**config.mk**
```make
export PLATFORM = sky130hd
export DESIGN_NAME = dbg_uart_cmd_rx
export DESIGN_NICKNAME = d
export VERILOG_FILES = /design/src/rtl/dbg_uart_pkg.sv /design/src/rtl/dbg_uart_rx_core.sv /design/src/rtl/dbg_uart_cmd_asm.sv /design/src/rtl/dbg_uart_tx_core.sv /design/src/rtl/dbg_uart_cmd_rx.sv
export SDC_FILE = /design/constraint.sdc
export NUM_CORES = 1
export LEC_CHECK = 0
export ABC_AREA = 1
export BUFFER_PORTS_ARGS = -buffer_cell sky130_fd_sc_hd__buf_2
export CAP_MARGIN = 40
export CORE_ASPECT_RATIO = 0.5
export CORE_MARGIN = 2
export CORE_UTILIZATION = 23
export DETAILED_ROUTE_END_ITERATION = 7
export GPL_TIMING_DRIVEN = 0
export HOLD_SLACK_MARGIN = 0.02
export PLACE_DENSITY = 0.5
export REMOVE_ABC_BUFFERS = 1
export SLEW_MARGIN = 20
export SYNTH_ARGS = -nofsm -noshare
export SYNTH_HDL_FRONTEND = slang
export SYNTH_SLANG_ARGS = --single-unit
```
**constraint.sdc**
```tcl
create_clock -name clk_i -period 1.9 [get_ports clk_i]
set_input_delay 0.095 -clock clk_i [delete_from_list [all_inputs] [get_ports clk_i]]
set_output_delay 0.095 -clock clk_i [all_outputs]
set_load 0.005 [all_outputs]
```
**src/rtl/dbg_uart_pkg.sv**
```systemverilog
package dbg_uart_pkg;
  typedef enum logic [2:0] {
    RX_SYNC_WAIT, RX_SYNC_MEAS, RX_IDLE, RX_START, RX_DATA, RX_STOP, RX_WAIT_HIGH
  } rx_state_e;

  typedef enum logic [1:0] {CM_CMD, CM_LO, CM_HI} cm_state_e;

  localparam int CMD_WR_BIT   = 7;
  localparam int CMD_BYTE_BIT = 6;
  localparam int ADDR_W       = 6;
  localparam int DATA_W       = 16;
endpackage

```
**src/rtl/dbg_uart_rx_core.sv**
```systemverilog
module dbg_uart_rx_core
  import dbg_uart_pkg::*;
#(
  parameter int             CNT_W     = 16,
  parameter bit             AUTO_SYNC = 1'b1,
  parameter int             SYNC_LOW  = 8,
  parameter logic [CNT_W-1:0] FIXED_DIV = 15
) (
  input  logic             clk_i,
  input  logic             rst_ni,
  input  logic             rx_i,
  output logic [CNT_W-1:0] div_o,
  output logic [7:0]       byte_o,
  output logic             byte_vld_o,
  output logic             frame_err_o
);
  localparam int SHIFT = $clog2(SYNC_LOW);
  localparam logic [CNT_W-1:0] ONE = CNT_W'(1);

  rx_state_e        state;
  logic [CNT_W-1:0] cnt, div;
  logic [2:0]       bit_idx;
  logic [7:0]       sh;

  always_ff @(posedge clk_i or negedge rst_ni) begin
    if (!rst_ni) begin
      state       <= AUTO_SYNC ? RX_SYNC_WAIT : RX_IDLE;
      div         <= AUTO_SYNC ? '0 : FIXED_DIV;
      cnt         <= '0;
      bit_idx     <= '0;
      sh          <= '0;
      byte_vld_o  <= 1'b0;
      frame_err_o <= 1'b0;
    end else begin
      byte_vld_o  <= 1'b0;
      frame_err_o <= 1'b0;
      case (state)
        RX_SYNC_WAIT: if (!rx_i) begin cnt <= ONE; state <= RX_SYNC_MEAS; end
        RX_SYNC_MEAS: begin
          if (rx_i) begin
            div   <= (cnt >> SHIFT) - ONE;  // low clocks / low bit times
            state <= RX_IDLE;
          end else if (cnt != '1) cnt <= cnt + ONE;
        end
        RX_IDLE: if (!rx_i) begin cnt <= div >> 1; state <= RX_START; end
        RX_START: begin
          if (cnt == '0) begin
            if (rx_i) state <= RX_IDLE;  // glitch
            else begin cnt <= div; bit_idx <= '0; state <= RX_DATA; end
          end else cnt <= cnt - ONE;
        end
        RX_DATA: begin
          if (cnt == '0) begin
            sh  <= {rx_i, sh[7:1]};
            cnt <= div;
            if (bit_idx == 3'd7) state <= RX_STOP;
            else bit_idx <= bit_idx + 3'd1;
          end else cnt <= cnt - ONE;
        end
        RX_STOP: begin
          if (cnt == '0) begin
            if (rx_i) begin byte_vld_o <= 1'b1; state <= RX_IDLE; end
            else begin frame_err_o <= 1'b1; state <= RX_WAIT_HIGH; end
          end else cnt <= cnt - ONE;
        end
        RX_WAIT_HIGH: if (rx_i) state <= RX_IDLE;
        default: state <= RX_IDLE;
      endcase
    end
  end

  assign div_o  = div;
  assign byte_o = sh;

  assert_div_stable_R2: assert property (@(posedge clk_i) disable iff (!rst_ni)
    (state != RX_SYNC_WAIT && state != RX_SYNC_MEAS && $past(state) != RX_SYNC_MEAS)
      |-> $stable(div));
  assert_fixed_div_R3: assert property (@(posedge clk_i) disable iff (!rst_ni)
    !AUTO_SYNC |-> div == FIXED_DIV);
  assert_glitch_idle_R4: assert property (@(posedge clk_i) disable iff (!rst_ni)
    (state == RX_START && cnt == '0 && rx_i) |=> (state == RX_IDLE && !byte_vld_o));
  assert_ferr_pulse_R5: assert property (@(posedge clk_i) disable iff (!rst_ni)
    frame_err_o |=> !frame_err_o);
endmodule

```
**src/rtl/dbg_uart_cmd_asm.sv**
```systemverilog
module dbg_uart_cmd_asm
  import dbg_uart_pkg::*;
(
  input  logic              clk_i,
  input  logic              rst_ni,
  input  logic [7:0]        byte_i,
  input  logic              byte_vld_i,
  output logic              cmd_vld_o,
  output logic              cmd_wr_o,
  output logic              cmd_byte_o,
  output logic [ADDR_W-1:0] cmd_addr_o,
  output logic [DATA_W-1:0] cmd_data_o
);
  cm_state_e  state;
  logic [7:0] cmd_q;

  always_ff @(posedge clk_i or negedge rst_ni) begin
    if (!rst_ni) begin
      state      <= CM_CMD;
      cmd_q      <= '0;
      cmd_data_o <= '0;
      cmd_vld_o  <= 1'b0;
    end else begin
      cmd_vld_o <= 1'b0;
      if (byte_vld_i) begin
        case (state)
          CM_CMD: begin
            cmd_q <= byte_i;
            if (!byte_i[CMD_WR_BIT]) begin
              cmd_data_o <= '0;
              cmd_vld_o  <= 1'b1;
            end else state <= CM_LO;
          end
          CM_LO: begin
            if (cmd_q[CMD_BYTE_BIT]) begin
              cmd_data_o <= {8'h00, byte_i};
              cmd_vld_o  <= 1'b1;
              state      <= CM_CMD;
            end else begin
              cmd_data_o[7:0] <= byte_i;
              state           <= CM_HI;
            end
          end
          CM_HI: begin
            cmd_data_o[15:8] <= byte_i;
            cmd_vld_o        <= 1'b1;
            state            <= CM_CMD;
          end
          default: state <= CM_CMD;
        endcase
      end
    end
  end

  assign cmd_wr_o   = cmd_q[CMD_WR_BIT];
  assign cmd_byte_o = cmd_q[CMD_BYTE_BIT];
  assign cmd_addr_o = cmd_q[ADDR_W-1:0];

  assert_strobe_follows_byte_R6: assert property (@(posedge clk_i) disable iff (!rst_ni)
    cmd_vld_o |-> $past(byte_vld_i));
  assert_read_no_data_R7: assert property (@(posedge clk_i) disable iff (!rst_ni)
    (cmd_vld_o && !cmd_wr_o) |-> cmd_data_o == '0);
  assert_byte_upper_zero_R9: assert property (@(posedge clk_i) disable iff (!rst_ni)
    (cmd_vld_o && cmd_wr_o && cmd_byte_o) |-> cmd_data_o[15:8] == 8'h00);
endmodule

```
**src/rtl/dbg_uart_tx_core.sv**
```systemverilog
module dbg_uart_tx_core #(
  parameter int CNT_W = 16
) (
  input  logic             clk_i,
  input  logic             rst_ni,
  input  logic [CNT_W-1:0] div_i,
  input  logic             start_i,
  input  logic             byte_i,
  input  logic [15:0]      data_i,
  output logic             txd_o,
  output logic             busy_o
);
  localparam logic [CNT_W-1:0] ONE = CNT_W'(1);

  logic [19:0]      sh;
  logic [4:0]       bits_left;
  logic [CNT_W-1:0] cnt;

  assign busy_o = (bits_left != 5'd0);
  assign txd_o  = busy_o ? sh[0] : 1'b1;

  always_ff @(posedge clk_i or negedge rst_ni) begin
    if (!rst_ni) begin
      sh        <= '1;
      bits_left <= '0;
      cnt       <= '0;
    end else if (!busy_o) begin
      if (start_i) begin
        sh        <= byte_i ? {10'h3FF, 1'b1, data_i[7:0], 1'b0}
                            : {1'b1, data_i[15:8], 1'b0, 1'b1, data_i[7:0], 1'b0};
        bits_left <= byte_i ? 5'd10 : 5'd20;
        cnt       <= div_i;
      end
    end else if (cnt == '0) begin
      sh        <= {1'b1, sh[19:1]};
      bits_left <= bits_left - 5'd1;
      cnt       <= div_i;
    end else cnt <= cnt - ONE;
  end

  assert_start_bit_R10: assert property (@(posedge clk_i) disable iff (!rst_ni)
    (start_i && !busy_o) |=> (busy_o && !txd_o));
endmodule

```
**src/rtl/dbg_uart_cmd_rx.sv**
```systemverilog
module dbg_uart_cmd_rx
  import dbg_uart_pkg::*;
#(
  parameter int CLK_HZ    = 100_000_000,
  parameter int BAUD      = 6_250_000,
  parameter bit AUTO_SYNC = 1'b1,
  parameter bit SYNC_EN   = 1'b1,
  parameter int CNT_W     = 16
) (
  input  logic        clk_i,
  input  logic        rst_ni,
  input  logic        rxd_i,
  output logic        cmd_vld_o,
  output logic        cmd_wr_o,
  output logic        cmd_byte_o,
  output logic [5:0]  cmd_addr_o,
  output logic [15:0] cmd_data_o,
  output logic        frame_err_o,
  input  logic        tx_start_i,
  input  logic        tx_byte_i,
  input  logic [15:0] tx_data_i,
  output logic        txd_o,
  output logic        tx_busy_o
);
  localparam logic [CNT_W-1:0] FIXED_DIV = CNT_W'(CLK_HZ / BAUD - 1);

  logic             rx_s, byte_vld;
  logic [7:0]       rx_byte;
  logic [CNT_W-1:0] div;

  generate
    if (SYNC_EN) begin : g_sync
      logic [1:0] ff;
      always_ff @(posedge clk_i or negedge rst_ni) begin
        if (!rst_ni) ff <= 2'b11;
        else         ff <= {ff[0], rxd_i};
      end
      assign rx_s = ff[1];
    end else begin : g_nosync
      assign rx_s = rxd_i;
    end
  endgenerate

  dbg_uart_rx_core #(.CNT_W(CNT_W), .AUTO_SYNC(AUTO_SYNC), .SYNC_LOW(8),
                     .FIXED_DIV(FIXED_DIV)) u_rx (
    .clk_i, .rst_ni, .rx_i(rx_s), .div_o(div), .byte_o(rx_byte),
    .byte_vld_o(byte_vld), .frame_err_o(frame_err_o));

  dbg_uart_cmd_asm u_asm (
    .clk_i, .rst_ni, .byte_i(rx_byte), .byte_vld_i(byte_vld),
    .cmd_vld_o, .cmd_wr_o, .cmd_byte_o, .cmd_addr_o, .cmd_data_o);

  dbg_uart_tx_core #(.CNT_W(CNT_W)) u_tx (
    .clk_i, .rst_ni, .div_i(div), .start_i(tx_start_i), .byte_i(tx_byte_i),
    .data_i(tx_data_i), .txd_o(txd_o), .busy_o(tx_busy_o));
endmodule

```
**Yosys cells after proc, flatten, opt, wreduce, memory -nomap -nowiden**

Index checks and enable logic that the tools add are counted.

- Register bits: 118
- Input bits: 21
- Output and inout port bits: 28
- Logic and storage cells: 123

- Add/sub/neg operators: 6
- Eq/ne operators: 27
- Multiplexer cells: 53
- Reduce and logical (&&, ||, !) cells: 21

Operator list:

| kind | number |
|---|---|
| $mux W16 | 12 |
| $pmux W16 S6 | 1 |
| $mux W20 | 3 |
| $mux W3 | 13 |
| $logic_not A16 Y1 | 2 |
| $sub A16 B1 Y16 const B | 2 |
| $pmux W8 S3 | 1 |
| $mux W5 | 4 |
| $mux W19 | 1 |
| $ne A2 B2 Y1 const B | 9 |
| $pmux W3 S6 | 1 |
| $add A16 B1 Y16 const B | 1 |
| $ne A16 B16 Y1 const B | 1 |
| $pmux W8 S2 | 1 |
| $ne A2 B1 Y1 const B | 7 |
| $reduce_and A7 Y1 | 2 |
| $sub A13 B1 Y14 const B | 1 |
| $eq A3 B3 Y1 const B | 4 |
| $mux W1 | 10 |
| $reduce_and A2 Y1 | 5 |
| $mux W8 | 1 |
| $eq A3 B2 Y1 const B | 2 |
| $pmux W3 S2 | 1 |
| $reduce_bool A2 Y1 | 3 |
| other kinds (18) | 19 |

**Longest topological paths before layout**

- Depth in word-level cells: 4
- Mapped depth: 13
- Mapped depth without buffers: 12

**By module**

From an unflattened synthesis, not the netlist that was laid out.

- Cell total of the unflattened synthesis: 1,005
- Area total of the unflattened synthesis: 7,053.0 um^2

Modules (own cells, without submodules):

| module | instances | cells an instance | area each (um^2) | sequential area each (um^2) |
|---|---|---|---|---|
| dbg_uart_rx_core | 1 | 520 | 3,428.3 | 1,151.1 |
| dbg_uart_tx_core | 1 | 360 | 2,454.9 | 1,024.7 |
| dbg_uart_cmd_asm | 1 | 123 | 1,117.3 | 675.6 |
| dbg_uart_cmd_rx | 1 | 2 | 52.6 | 52.6 |

**Worst setup path after synthesis**

No wires, ideal clock.

- Kind: flip-flop to flip-flop
- Start: register u_rx.cnt[0]
- End: register u_rx.cnt[1]
- Setup time: 0.118 ns
- Arrival time: 1.621 ns
- Required time: 1.782 ns
- Path slack: 0.161 ns
- Stages on the path, launching flop included: 13
- Buffers on the path: 1
- Period minus slack after synthesis: 1.739 ns
- Cells stage by stage: dfrtp_1 -> inv_1 -> ha_1 -> nand2_2 -> nor2_4 -> nand2_4 -> clkinv_4 -> nand2_2 -> nand3_4 -> inv_2 -> buf_6 -> nand2_1 -> o21ai_2

- Word-level cells in the longest chain between the ends: 4
- Elaborated cells between the ends (all ways): 14
- Classes of those cells: add/sub: 2; eq/ne: 4; mux: 6; reduce/logical: 2

Ends and longest elaborated chain:

| element | line | text |
|---|---|---|
| start: declaration | dbg_uart_rx_core.sv:21 | `logic [CNT_W-1:0] cnt, div;` |
| start signal: assignment | dbg_uart_rx_core.sv:43 | `end else if (cnt != '1) cnt <= cnt + ONE;` |
| start signal: assignment | dbg_uart_rx_core.sv:50 | `end else cnt <= cnt - ONE;` |
| start signal: assignment | dbg_uart_rx_core.sv:55 | `cnt <= div;` |
| $add A16 B1 Y16 | dbg_uart_rx_core.sv:43 |  |
| $mux W16 | dbg_uart_rx_core.sv:43 |  |
| $mux W16 | dbg_uart_rx_core.sv:40 | `if (rx_i) begin` |
| $pmux W16 S6 | dbg_uart_rx_core.sv:37 | `case (state)` |

Several ways; a longest one is shown, not always the timed one. The select of a mux whose other input is x is not followed.
A chain may end at the register's enable or synchronous reset.

**Worst setup path after layout**

- Start: register u_rx.cnt[1]
- End: register u_rx.cnt[5]

The elaborated chain is that of the path after synthesis.

==> run metrics <==
status=finished, violations left; failing checks=negative setup slack; CP startpoint kind=register; number of nets in the layout=1,075; Synth cell types=43; min Tclk post-route=1.96 ns; Max IR drop VDD=0.525 mV; placed cell area=7410 um^2; ys async rst share=100%; Switching Share=43.4%; PD cells=1300 nW/um^2; mapped cell area=~6800 um^2; Commonest cells post-synth=290 x nand2_1, 98 x inv_1, 94 x dfrtp_1; number of iterations in the first detailed-routing pass=5; Fin Setup TNS=-0.717 ns; Highest Signal Layer=met4; final setup vio count=17; Syn Area/Cell=between 7 and 8 um^2; Remaining DRCs=0; Required @ worst endpoint=~2.2 ns; Final Hold Vio Count=0; share of cells above drive strength 1=between 20 and 30%; via count=between 6,000 and 7,000; Syn-to-layout area delta=30.7%; Critical Setup Path Class=reg2reg; most common flop cell mapped by yosys=dfrtp_1; gpl congestion=0.931; met2 wire len=9160 um; fillers=between 3,000 and 4,000; Clock Sinks=115; TritonCTS buffer count=17; Final period util=103%; post-synthesis cell count=942; DR iter-0 viols=628; FMAX=slightly above 500 MHz; power share of the sequential group=30.3%; via count normalized by instance count=between 4 and 5; quantity of I/O buffers inserted on ports=48; Sw Pwr=0.00504 W; Worst EP arrival=approximately 2.3 ns; Final HPWL DP=about 13,000 um; Die Y=126 um; antenna-violating nets left=0; Clk network pwr share=26.1%; final wirelength=roughly 20,000 um; count leader, synth=nand2_1; WL met3=772 um; Worst-Skew Late Latency=0.42 ns; Crit. End Element=register; Rel. slew slack=53.0%; synthesized flop and latch total=115; final instance area=8910 um^2; per-cell routed wire length=13.7 um; register area share after synthesis=42.6%; post-synth top area cell=dfrtp_1; Ys Warns=0; total grt overflow=0; initial antenna violation count=1; Initial Util=23.4%; Internal=0.00656 W; GRT Util Overall=12.6%; Post-synth EDFFs=0; leakage=4.15 nW; Final Max Slew Viols=0; setup repair after global routing missed its margin=true; MaxCap Viol Count=0; Synth top area share=34.5%; worst slew pin tran=0.705 ns; FP Rows=44; die area=31,100 um^2; largest net degree at the start of global routing=73; Synth area leaders=dfrtp_1 35%, nand2_1 16%, dfstp_2 8.1%; CTS max path bufs=2; Comb pwr share=43.5%; Reg area=2920 um^2; # H-tree levels=4; DRT met1 WL=9440 um; first-pass GRT wire length=31,300 um; I/O Pins=49; area occupied by multi-input gates=3570 um^2; chip width=~250 um; Worst Hold Class=in2reg; via count of the first global-routing pass=roughly 6,000; CTS tree=built; Hold Slack=0.0284 ns; PnR worst setup slack=-0.0648 ns; Core Area=29,100 um^2; Clock transition at path regs=0.06 ns; Worst Clk Skew=~0.0096 ns; Max FO, Critical Path=6; root buffer cell=clkbuf_16
## sequential cells by signal, summed over array words and instances (netlist names), 3 cells and up
| signal | flops |
|---|---|
| u_rx.bit_idx | 3 |
| u_tx.bits_left | 5 |
| u_rx.state | 3 |
| u_rx.byte_o | 8 |
| u_asm.cmd_q | 8 |
| u_asm.cmd_data_o | 16 |
| u_tx.sh | 19 |
| u_rx.div_o | 14 |
| u_tx.cnt | 16 |
| u_rx.cnt | 16 |
## cells in the final DEF (no fill, tap or decap), drive strengths merged, types with 6 or more instances in the layout
cell and instances:
nand2 300, inv 116, nor2 105, o21ai 96, buf 96, dfrtp 94, nand3 82, a21oi 26
dfstp 21, clkbuf 20, xor2 17, dlygate4sd3 15, o211ai 13, or2 10, ha 10, nand4 6
clkinv 6
## repair_timing
item / 4_1_cts / 5_1_grt
hold endpoints to repair: 74 / 1
pin swaps: 9 / 26
endpoints found under the setup margin: 82 / 74
hold buffers: 15 / 1
setup buffers: 15 / 31
resized for setup: 35 / 75
gates cloned: 0 / 5
## worst paths after layout
kind                              start  slack (ns)       endpoint  cells past startpoint
setup / recovery            u_rx.cnt[1]       -0.06    u_rx.cnt[5]                     11
hold / removal             tx_data_i[9]        0.03    u_tx.sh[12]                      5
setup reg to reg            u_rx.cnt[1]       -0.06    u_rx.cnt[5]                     11
hold reg to reg            g_sync.ff[0]        0.36   g_sync.ff[1]                      0
max in group asynchronous        rst_ni        0.88     u_tx.sh[1]                      3
min in group asynchronous        rst_ni        0.27  u_rx.state[1]                      2
## per-layer routing
| layer | vias up | track usage (%) |
|---|---|---|
| li1 | 3225 | - |
| met3 | 29 | 2.71 |
| met5 | - | 0 |
| met2 | 137 | 20.0 |
| met4 | 0 | 4.02 |
| met1 | 3055 | 17.2 |
## layout make-up
type | count | area share, %
clock inverter | 13 | 1.08
sequential | 115 | 32.8
clock buffer | 19 | 5.10
timing repair buffer | 112 | 10.0
timing repair inverter | 2 | 0.183
multi-input combinational | 685 | 40.1
tap | 391 | 5.49
antenna | 1 | 0.0281
inverter | 111 | 5.24
## cell families after synthesis
kind of cell / Yosys count / synth area share (%)
simple gates: 508 / 32.1
compound gates: 146 / 12.0
xor+xnor: 19 / 2.44
flops: 115 / 42.6
buf+inv: 144 / 9.03
fa+ha+maj: 10 / 1.84
## power by group through the flow
stage | Combinational [W] | Sequential (W) | Clock [W]
finish | 0.00505 | 0.00352 | 0.00303
global route | 0.00560 | 0.00359 | 0.00322
CTS | 0.00402 | 0.00345 | 0.00312
detailed placement | 0.00380 | 0.00347 | 0
global placement | 0.00378 | 0.00346 | 0
floorplan | 0.00283 | 0.00329 | 0
## through the flow
step           util [%]  power (W)  worst slack, ns  std cells
2_1_floorplan         -    0.00612           -0.394        909
3_3_place_gp       25.3    0.00724            -1.23       1348
3_5_place_dp       25.5    0.00727           -0.982       1351
4_1_cts            28.7     0.0106          0.00170       1413
5_1_grt            30.6     0.0124           -0.158       1449
6_report           30.6     0.0116          -0.0648       1449
## critical path, cell delays in order, from the launching register on
cell and delay, ns:
dfrtp_2 0.45, ha_4 0.20, nand3_4 0.09, nor2_4 0.17, nand2_2 0.09, nor2_2 0.13, nand3b_1 0.19, nand3_4 0.18
buf_6 0.16, clkinv_8 0.07, nand2_1 0.06, nand2_1 0.05
No activity file was read; power rests on OpenSTA's default activity.
